==> config.mk <==
export PLATFORM = sky130hd
export DESIGN_NAME = flashcmd_ctrl
export DESIGN_NICKNAME = d
export VERILOG_FILES = /design/src/rtl/flc_pkg.sv /design/src/rtl/flc_timer.sv /design/src/rtl/flc_array.sv /design/src/rtl/flc_decode.sv /design/src/rtl/flashcmd_ctrl.sv
export SDC_FILE = /design/constraint.sdc
export NUM_CORES = 2
export LEC_CHECK = 0
export BUFFER_PORTS_ARGS = -buffer_cell sky130_fd_sc_hd__clkbuf_2
export CAP_MARGIN = 15
export CORE_UTILIZATION = 50
export CTS_CLUSTER_DIAMETER = 80
export DETAILED_ROUTE_END_ITERATION = 8
export PLACE_DENSITY = 0.74
export SKIP_CTS_REPAIR_TIMING = 1
export SYNTH_ARGS = -nofsm -noshare
export SYNTH_HDL_FRONTEND = slang
export SYNTH_HIERARCHICAL = 1
export SYNTH_SLANG_ARGS = --single-unit
==> constraint.sdc <==
create_clock -name clk -period 4.6 [get_ports clk]
set_input_delay 0.23 -clock clk [delete_from_list [all_inputs] [get_ports clk]]
set_output_delay 0.23 -clock clk [all_outputs]
set_load 0.005 [all_outputs]
==> src/rtl/flc_pkg.sv <==
package flc_pkg;
   typedef enum logic [1:0] {
      RM_ARRAY  = 2'd0,
      RM_IDENT  = 2'd1,
      RM_STATUS = 2'd2
   } rmode_t;

   typedef enum logic [1:0] {
      SEQ_CMD     = 2'd0,
      SEQ_WDATA   = 2'd1,
      SEQ_CONFIRM = 2'd2
   } seq_t;

   localparam logic [7:0] OP_READ    = 8'hFF;
   localparam logic [7:0] OP_IDENT   = 8'h90;
   localparam logic [7:0] OP_STATUS  = 8'h70;
   localparam logic [7:0] OP_CLEAR   = 8'h50;
   localparam logic [7:0] OP_PROG    = 8'h40;
   localparam logic [7:0] OP_PROG2   = 8'h10;
   localparam logic [7:0] OP_ERASE   = 8'h20;
   localparam logic [7:0] OP_CONFIRM = 8'hD0;
   localparam logic [7:0] OP_SUSPEND = 8'hB0;
endpackage

==> src/rtl/flc_timer.sv <==
module flc_timer #(
   parameter int WR_CYCLES = 16,
   parameter int ER_CYCLES = 200,
   localparam int MAXC = (WR_CYCLES > ER_CYCLES) ? WR_CYCLES : ER_CYCLES,
   localparam int CW = $clog2(MAXC + 1)
) (
   input  logic          clk,
   input  logic          rst_n,
   input  logic          start_wr,
   input  logic          start_er,
   input  logic          freeze,
   output logic          running,
   output logic          is_erase,
   output logic          done,
   output logic [CW-1:0] cnt
);
   assign done = running && !freeze && (cnt == CW'(1));

   always_ff @(posedge clk or negedge rst_n) begin
      if (!rst_n) begin
         cnt      <= '0;
         running  <= 1'b0;
         is_erase <= 1'b0;
      end else if (start_wr) begin
         cnt      <= CW'(WR_CYCLES);
         running  <= 1'b1;
         is_erase <= 1'b0;
      end else if (start_er) begin
         cnt      <= CW'(ER_CYCLES);
         running  <= 1'b1;
         is_erase <= 1'b1;
      end else if (done) begin
         cnt      <= '0;
         running  <= 1'b0;
         is_erase <= 1'b0;
      end else if (running && !freeze) begin
         cnt <= cnt - 1'b1;
      end
   end
endmodule

==> src/rtl/flc_array.sv <==
module flc_array #(
   parameter int AW     = 8,
   parameter int BLK_AW = 5,
   localparam int DEPTH = 1 << AW,
   localparam int BW    = AW - BLK_AW
) (
   input  logic          clk,
   input  logic          we,
   input  logic [AW-1:0] waddr,
   input  logic [7:0]    wdata,
   input  logic          erase_go,
   input  logic [BW-1:0] erase_blk,
   input  logic [AW-1:0] raddr,
   output logic [7:0]    rdata
);
   logic [7:0] cells [DEPTH];

   function automatic logic [BW-1:0] blk_of(input int idx);
      logic [AW-1:0] a;
      a = AW'(idx);
      return a[AW-1:BLK_AW];
   endfunction

   always_ff @(posedge clk) begin
      for (int i = 0; i < DEPTH; i++) begin
         if (erase_go && (blk_of(i) == erase_blk))
            cells[i] <= 8'hFF;
         else if (we && (waddr == AW'(i)))
            cells[i] <= wdata;
      end
   end

   assign rdata = cells[raddr];
endmodule

==> src/rtl/flc_decode.sv <==
module flc_decode
   import flc_pkg::*;
#(
   parameter int AW     = 8,
   parameter int BLK_AW = 5,
   localparam int BW    = AW - BLK_AW
) (
   input  logic          clk,
   input  logic          rst_n,
   input  logic          wr_en,
   input  logic [BW-1:0] blk_in,
   input  logic [7:0]    wdata,
   input  logic          vpp_ok,
   input  logic          op_running,
   input  logic          op_erase,
   input  logic          op_done,
   output logic          start_wr,
   output logic          start_er,
   output logic          susp,
   output logic [BW-1:0] erase_blk,
   output rmode_t        mode,
   output logic [7:0]    status,
   output logic          at_cmd,
   output logic          at_confirm
);
   seq_t seq;
   logic err_er, err_wr, vpp_low;
   logic busy;

   assign busy       = op_running && !susp;
   assign at_cmd     = (seq == SEQ_CMD);
   assign at_confirm = (seq == SEQ_CONFIRM);
   assign start_wr   = wr_en && (seq == SEQ_WDATA) && vpp_ok;
   assign start_er   = wr_en && at_confirm && (wdata == OP_CONFIRM) && vpp_ok;
   assign status     = {!busy, susp, err_er, err_wr, vpp_low, 3'b000};

   always_ff @(posedge clk or negedge rst_n) begin
      if (!rst_n) begin
         seq       <= SEQ_CMD;
         mode      <= RM_ARRAY;
         err_er    <= 1'b0;
         err_wr    <= 1'b0;
         vpp_low   <= 1'b0;
         susp      <= 1'b0;
         erase_blk <= '0;
      end else if (wr_en) begin
         unique case (seq)
            SEQ_CMD: begin
               if (busy) begin
                  if (wdata == OP_STATUS)
                     mode <= RM_STATUS;
                  else if (wdata == OP_SUSPEND && op_erase && !op_done) begin
                     susp <= 1'b1;
                     mode <= RM_STATUS;
                  end
               end else begin
                  case (wdata)
                     OP_READ:   mode <= RM_ARRAY;
                     OP_IDENT:  mode <= RM_IDENT;
                     OP_STATUS: mode <= RM_STATUS;
                     OP_CLEAR: begin
                        err_er  <= 1'b0;
                        err_wr  <= 1'b0;
                        vpp_low <= 1'b0;
                     end
                     OP_CONFIRM: begin
                        if (susp) begin
                           susp <= 1'b0;
                           mode <= RM_STATUS;
                        end
                     end
                     OP_PROG, OP_PROG2: if (!susp) seq <= SEQ_WDATA;
                     OP_ERASE:          if (!susp) seq <= SEQ_CONFIRM;
                     default: ;
                  endcase
               end
            end
            SEQ_WDATA: begin
               seq  <= SEQ_CMD;
               mode <= RM_STATUS;
               if (!vpp_ok) begin
                  err_wr  <= 1'b1;
                  vpp_low <= 1'b1;
               end
            end
            SEQ_CONFIRM: begin
               seq  <= SEQ_CMD;
               mode <= RM_STATUS;
               if (wdata == OP_CONFIRM) begin
                  if (vpp_ok) begin
                     erase_blk <= blk_in;
                  end else begin
                     err_er  <= 1'b1;
                     vpp_low <= 1'b1;
                  end
               end else begin
                  err_er <= 1'b1;
                  err_wr <= 1'b1;
               end
            end
            default: seq <= SEQ_CMD;
         endcase
      end
   end
endmodule

==> src/rtl/flashcmd_ctrl.sv <==
module flashcmd_ctrl
   import flc_pkg::*;
#(
   parameter int         AW        = 8,
   parameter int         BLK_AW    = 5,
   parameter int         WR_CYCLES = 16,
   parameter int         ER_CYCLES = 200,
   parameter logic [7:0] MFR_CODE  = 8'h89,
   parameter logic [7:0] DEV_CODE  = 8'hA0,
   localparam int        BW        = AW - BLK_AW,
   localparam int        MAXC      = (WR_CYCLES > ER_CYCLES) ? WR_CYCLES : ER_CYCLES,
   localparam int        CW        = $clog2(MAXC + 1)
) (
   input  logic          clk,
   input  logic          rst_n,
   input  logic          wr_en,
   input  logic [AW-1:0] addr,
   input  logic [7:0]    wdata,
   input  logic          vpp_ok,
   output logic [7:0]    rdata,
   output logic          rdy
);
   generate
      if (AW < 2 || AW > 12) begin : g_bad_aw
         $error("flashcmd_ctrl: AW out of range");
      end
      if (BLK_AW < 1 || BLK_AW >= AW) begin : g_bad_blk
         $error("flashcmd_ctrl: BLK_AW must be below AW");
      end
      if (WR_CYCLES < 1 || ER_CYCLES < 1) begin : g_bad_time
         $error("flashcmd_ctrl: busy times must be at least one cycle");
      end
   endgenerate

   logic          start_wr, start_er, susp, at_cmd, at_confirm;
   logic          running, is_erase, done;
   logic [CW-1:0] tcnt;
   logic [BW-1:0] erase_blk;
   logic [7:0]    status_w, arr_rd;
   rmode_t        mode;

   flc_decode #(.AW(AW), .BLK_AW(BLK_AW)) u_dec (
      .clk        (clk),
      .rst_n      (rst_n),
      .wr_en      (wr_en),
      .blk_in     (addr[AW-1:BLK_AW]),
      .wdata      (wdata),
      .vpp_ok     (vpp_ok),
      .op_running (running),
      .op_erase   (is_erase),
      .op_done    (done),
      .start_wr   (start_wr),
      .start_er   (start_er),
      .susp       (susp),
      .erase_blk  (erase_blk),
      .mode       (mode),
      .status     (status_w),
      .at_cmd     (at_cmd),
      .at_confirm (at_confirm)
   );

   flc_timer #(.WR_CYCLES(WR_CYCLES), .ER_CYCLES(ER_CYCLES)) u_tmr (
      .clk      (clk),
      .rst_n    (rst_n),
      .start_wr (start_wr),
      .start_er (start_er),
      .freeze   (susp),
      .running  (running),
      .is_erase (is_erase),
      .done     (done),
      .cnt      (tcnt)
   );

   flc_array #(.AW(AW), .BLK_AW(BLK_AW)) u_arr (
      .clk       (clk),
      .we        (start_wr),
      .waddr     (addr),
      .wdata     (wdata),
      .erase_go  (done && is_erase),
      .erase_blk (erase_blk),
      .raddr     (addr),
      .rdata     (arr_rd)
   );

   assign rdy = !(running && !susp);

   always_comb begin
      unique case (mode)
         RM_IDENT:  rdata = addr[0] ? DEV_CODE : MFR_CODE;
         RM_STATUS: rdata = status_w;
         default:   rdata = arr_rd;
      endcase
   end
endmodule

==> impl_metrics.csv <==
group,metric,value,unit
timing,setup_tns,0,ns
finish,area_delta_synth_final,10.9,%
place,place.gp.congestion,0.947,
cts,cts_tree,"yes",
routing,route.detailed.drc,0,
worst_hold_path,hold_depth,3,
timing,slew_violations,0,
timing,period_needed,4.41,ns
power_and_ir_drop,power.internal,0.0301,W
power_and_ir_drop,p_seq_share,52.8,%
synth,synth_seq_cells,2069,
timing,worstMarginPinSlew,1.25,ns
timing,fin_skew,0.0284,ns
synth,syn-cell-area,97100,sq um
synth,synth_seq_area_share,63.9,%
power_and_ir_drop,powerDensity,362,nW/um^2
routing,drt_iter0_drc,9306,
power_and_ir_drop,clock_power_share,41.4,%
place,dp_hpwl,165000,um
synth,syn_inst,6703,
timing,fmax,227,MHz
finish,layout_commonest_cell,"edfxtp_1",
timing,layout_worst_path_cycle_share,95.9,%
die,rows,161,
timing,setup_violations,0,
cts,clk_path_buf_depth,3,
die,initial_core_util,50.4,%
power_and_ir_drop,p_leak,24.2,nW
finish,nNetsFinal,6618,
die,dieArea,196000,sq um
synth,async_flop_share,1.01,%
cts,cts_root_buf,"clkbuf_16",
cts,clock_latency,0.85,ns
cts,htreeDepth,4,
worst_setup_path,required,4.37,ns
synth,yosys_most_used_dff,"edfxtp_1",
synth,ys_types,83,
cts,cts_buffers,198,
grt,grt_pass1_wl,398000,um
power_and_ir_drop,swShare,22.6,%
grt,grt_use_total,27.2,%
die,core_area,193000,sq um
place,io_buffers,28,
worst_setup_path,reg2reg_slack,0.73,ns
routing,detail-route-antenna-nets,0,
finish,utilization,55.8,%
finish,drive_gt1_share,23.4,%
die,ios,29,
finish,final_cell_mix,"2048 x edfxtp_1, 1796 x or3_1, 490 x buf_4, 419 x mux4_2, 279 x o21ai_0",
worst_setup_path,critPathKind,"in -> out",
worst_setup_path,ff2ff_path_depth,12,
worst_setup_path,crit_end,"rdata[0]",
worst_setup_path,crit_fanout,39,
die,die_y,443,um
timing,layout_setup_ws,0.189,ns
worst_setup_path,r2r-end,"u_arr/cells[19][5]",
timing,final_hold_viol_count,0,
grt,grt_pass1_vias,59518,
worst_setup_path,r2r_start,"u_tmr/cnt[1]",
timing,rsz0062_at_grt,"false",
routing,first_pass_iters,8,
synth,ys_warn_count,6,
synth,synth_edf_count,2048,
cts,clock-sinks,2069,
power_and_ir_drop,comb_power_share,5.8,%
power_and_ir_drop,p_switching,0.00878,W
synth,avgSynthCellArea,14.5,sq um
worst_hold_path,min_path_type,"in -> reg",
place,pre_cts_slack,0.285,ns
worst_setup_path,crit_arrival,4.18,ns
grt,overflow,0,
routing,routedWlPerCell,29.1,um
timing,fin_hold_ws,0.0505,ns
grt,grt_max_degree,173,
flow_run,maxCapViolCount,0,
routing,vias,61857,
cts,path_clk_slew,0.06,ns
die,fp.dieW,443,um
worst_setup_path,end_kind,"output port",
timing,relSlewSlack,16.4,%
worst_setup_path,crit_start,"addr[0]",
worst_setup_path,start_kind,"input pin",
grt,antenna_found_initial,7,
routing,totalWireLength,270000,um
outcome,status,"completed",
routing,routed_via_density,6.67,
power_and_ir_drop,ir_worst_vdd,443,uV
[power groups by stage]
stage          Sequential (W)  Combinational [W]  Clock (W)
5_1_grt                0.0205            0.00235     0.0169
4_1_cts                0.0205            0.00220     0.0162
3_3_place_gp           0.0209            0.00216          0
6_report               0.0205            0.00226     0.0161
3_5_place_dp           0.0209            0.00219          0
2_1_floorplan          0.0209            0.00139          0
[cells by family (layout without fill, tap and decap cells)]
kind of cell               Yosys count  in the layout  synth area share (%)
muxes                              585            585                  11.9
xor gates and xnor gates             3              3                0.0271
other                                1              4               0.00386
adders and majority gates            8              8                 0.103
buffers and inverters              904            952                  4.25
AOI/OAI and AO/OA                  740            740                  4.82
and+or+nand+nor                   2393           2393                  15.0
DFF                               2069           2069                  63.9
[metal layers]
layer / GRT usage [%] / part of all wire [%]
met1: 37.2 / 37
met2: 41.9 / 46
met3: 5.96 / 12
met5: 0 / 0.016
met4: 12.0 / 4.8
[synth_stat cells (all sizes together) (32+ instances only)]
library cell | n | area (sq um)
o221ai | 32 | 280
a21oi | 108 | 548
or2 | 260 | 1630
clkbuf | 730 | 2740
a22oi | 156 | 1170
mux4 | 447 | 10200
o22ai | 40 | 250
nor2 | 48 | 180
or3 | 1796 | 11200
mux2i | 130 | 1300
o21ai | 283 | 1420
nand2 | 121 | 454
buf | 158 | 1320
edfxtp | 2048 | 61500
[state kept, by name (all words and copies together) (netlist names)]
name / count
u_dec/seq: 2
u_tmr/running: 1
u_dec/mode: 2
u_dec/vpp_low: 1
u_tmr/is_erase: 1
u_dec/err_wr: 1
u_dec/susp: 1
u_dec/err_er: 1
u_tmr/cnt: 8
u_dec/erase_blk: 3
u_arr/cells: 2048
[how the worst min path moves through the flow]
stage	from	end	slack (ns)
after floorplan	rst_n	u_dec/erase_blk[0]	-0.07
after global placement	rst_n	u_tmr/cnt[4]	0.23
after detailed placement	rst_n	u_tmr/cnt[4]	0.24
after CTS	rst_n	u_tmr/cnt[4]	-0.68
after global routing	addr[6]	u_dec/erase_blk[1]	0.01
final	addr[6]	u_dec/erase_blk[1]	0.05
[stage by stage]
step / std cells / total power [W] / area, sq um
floorplan: 6705 / 0.0223 / 97100
global placement: 8901 / 0.0231 / 101000
detailed placement: 8907 / 0.0231 / 101000
CTS: 9270 / 0.0390 / 108000
global route: 9280 / 0.0398 / 108000
finish: 9280 / 0.0389 / 108000
[layout make-up]
class,count,area (sq um)
clock buffer,249,5230
antenna,1,2.50
timing repair buffer,573,4890
tap,2526,3160
multi-input combinational,3732,31200
sequential,2069,62000
clock inverter,114,1080
fill,14450,85100
inverter,16,60.1
[critical path: stages]
cell and delay [ns]:
buf_8 0.51, buf_4 0.58, mux4_2 0.63, a221oi_2 0.55
o32ai_1 0.21, nor3_1 0.78, nor4_2 0.11, nor2b_1 0.15
a31oi_1 0.14, clkbuf_2 0.20
(Power assumes the default switching activity.)
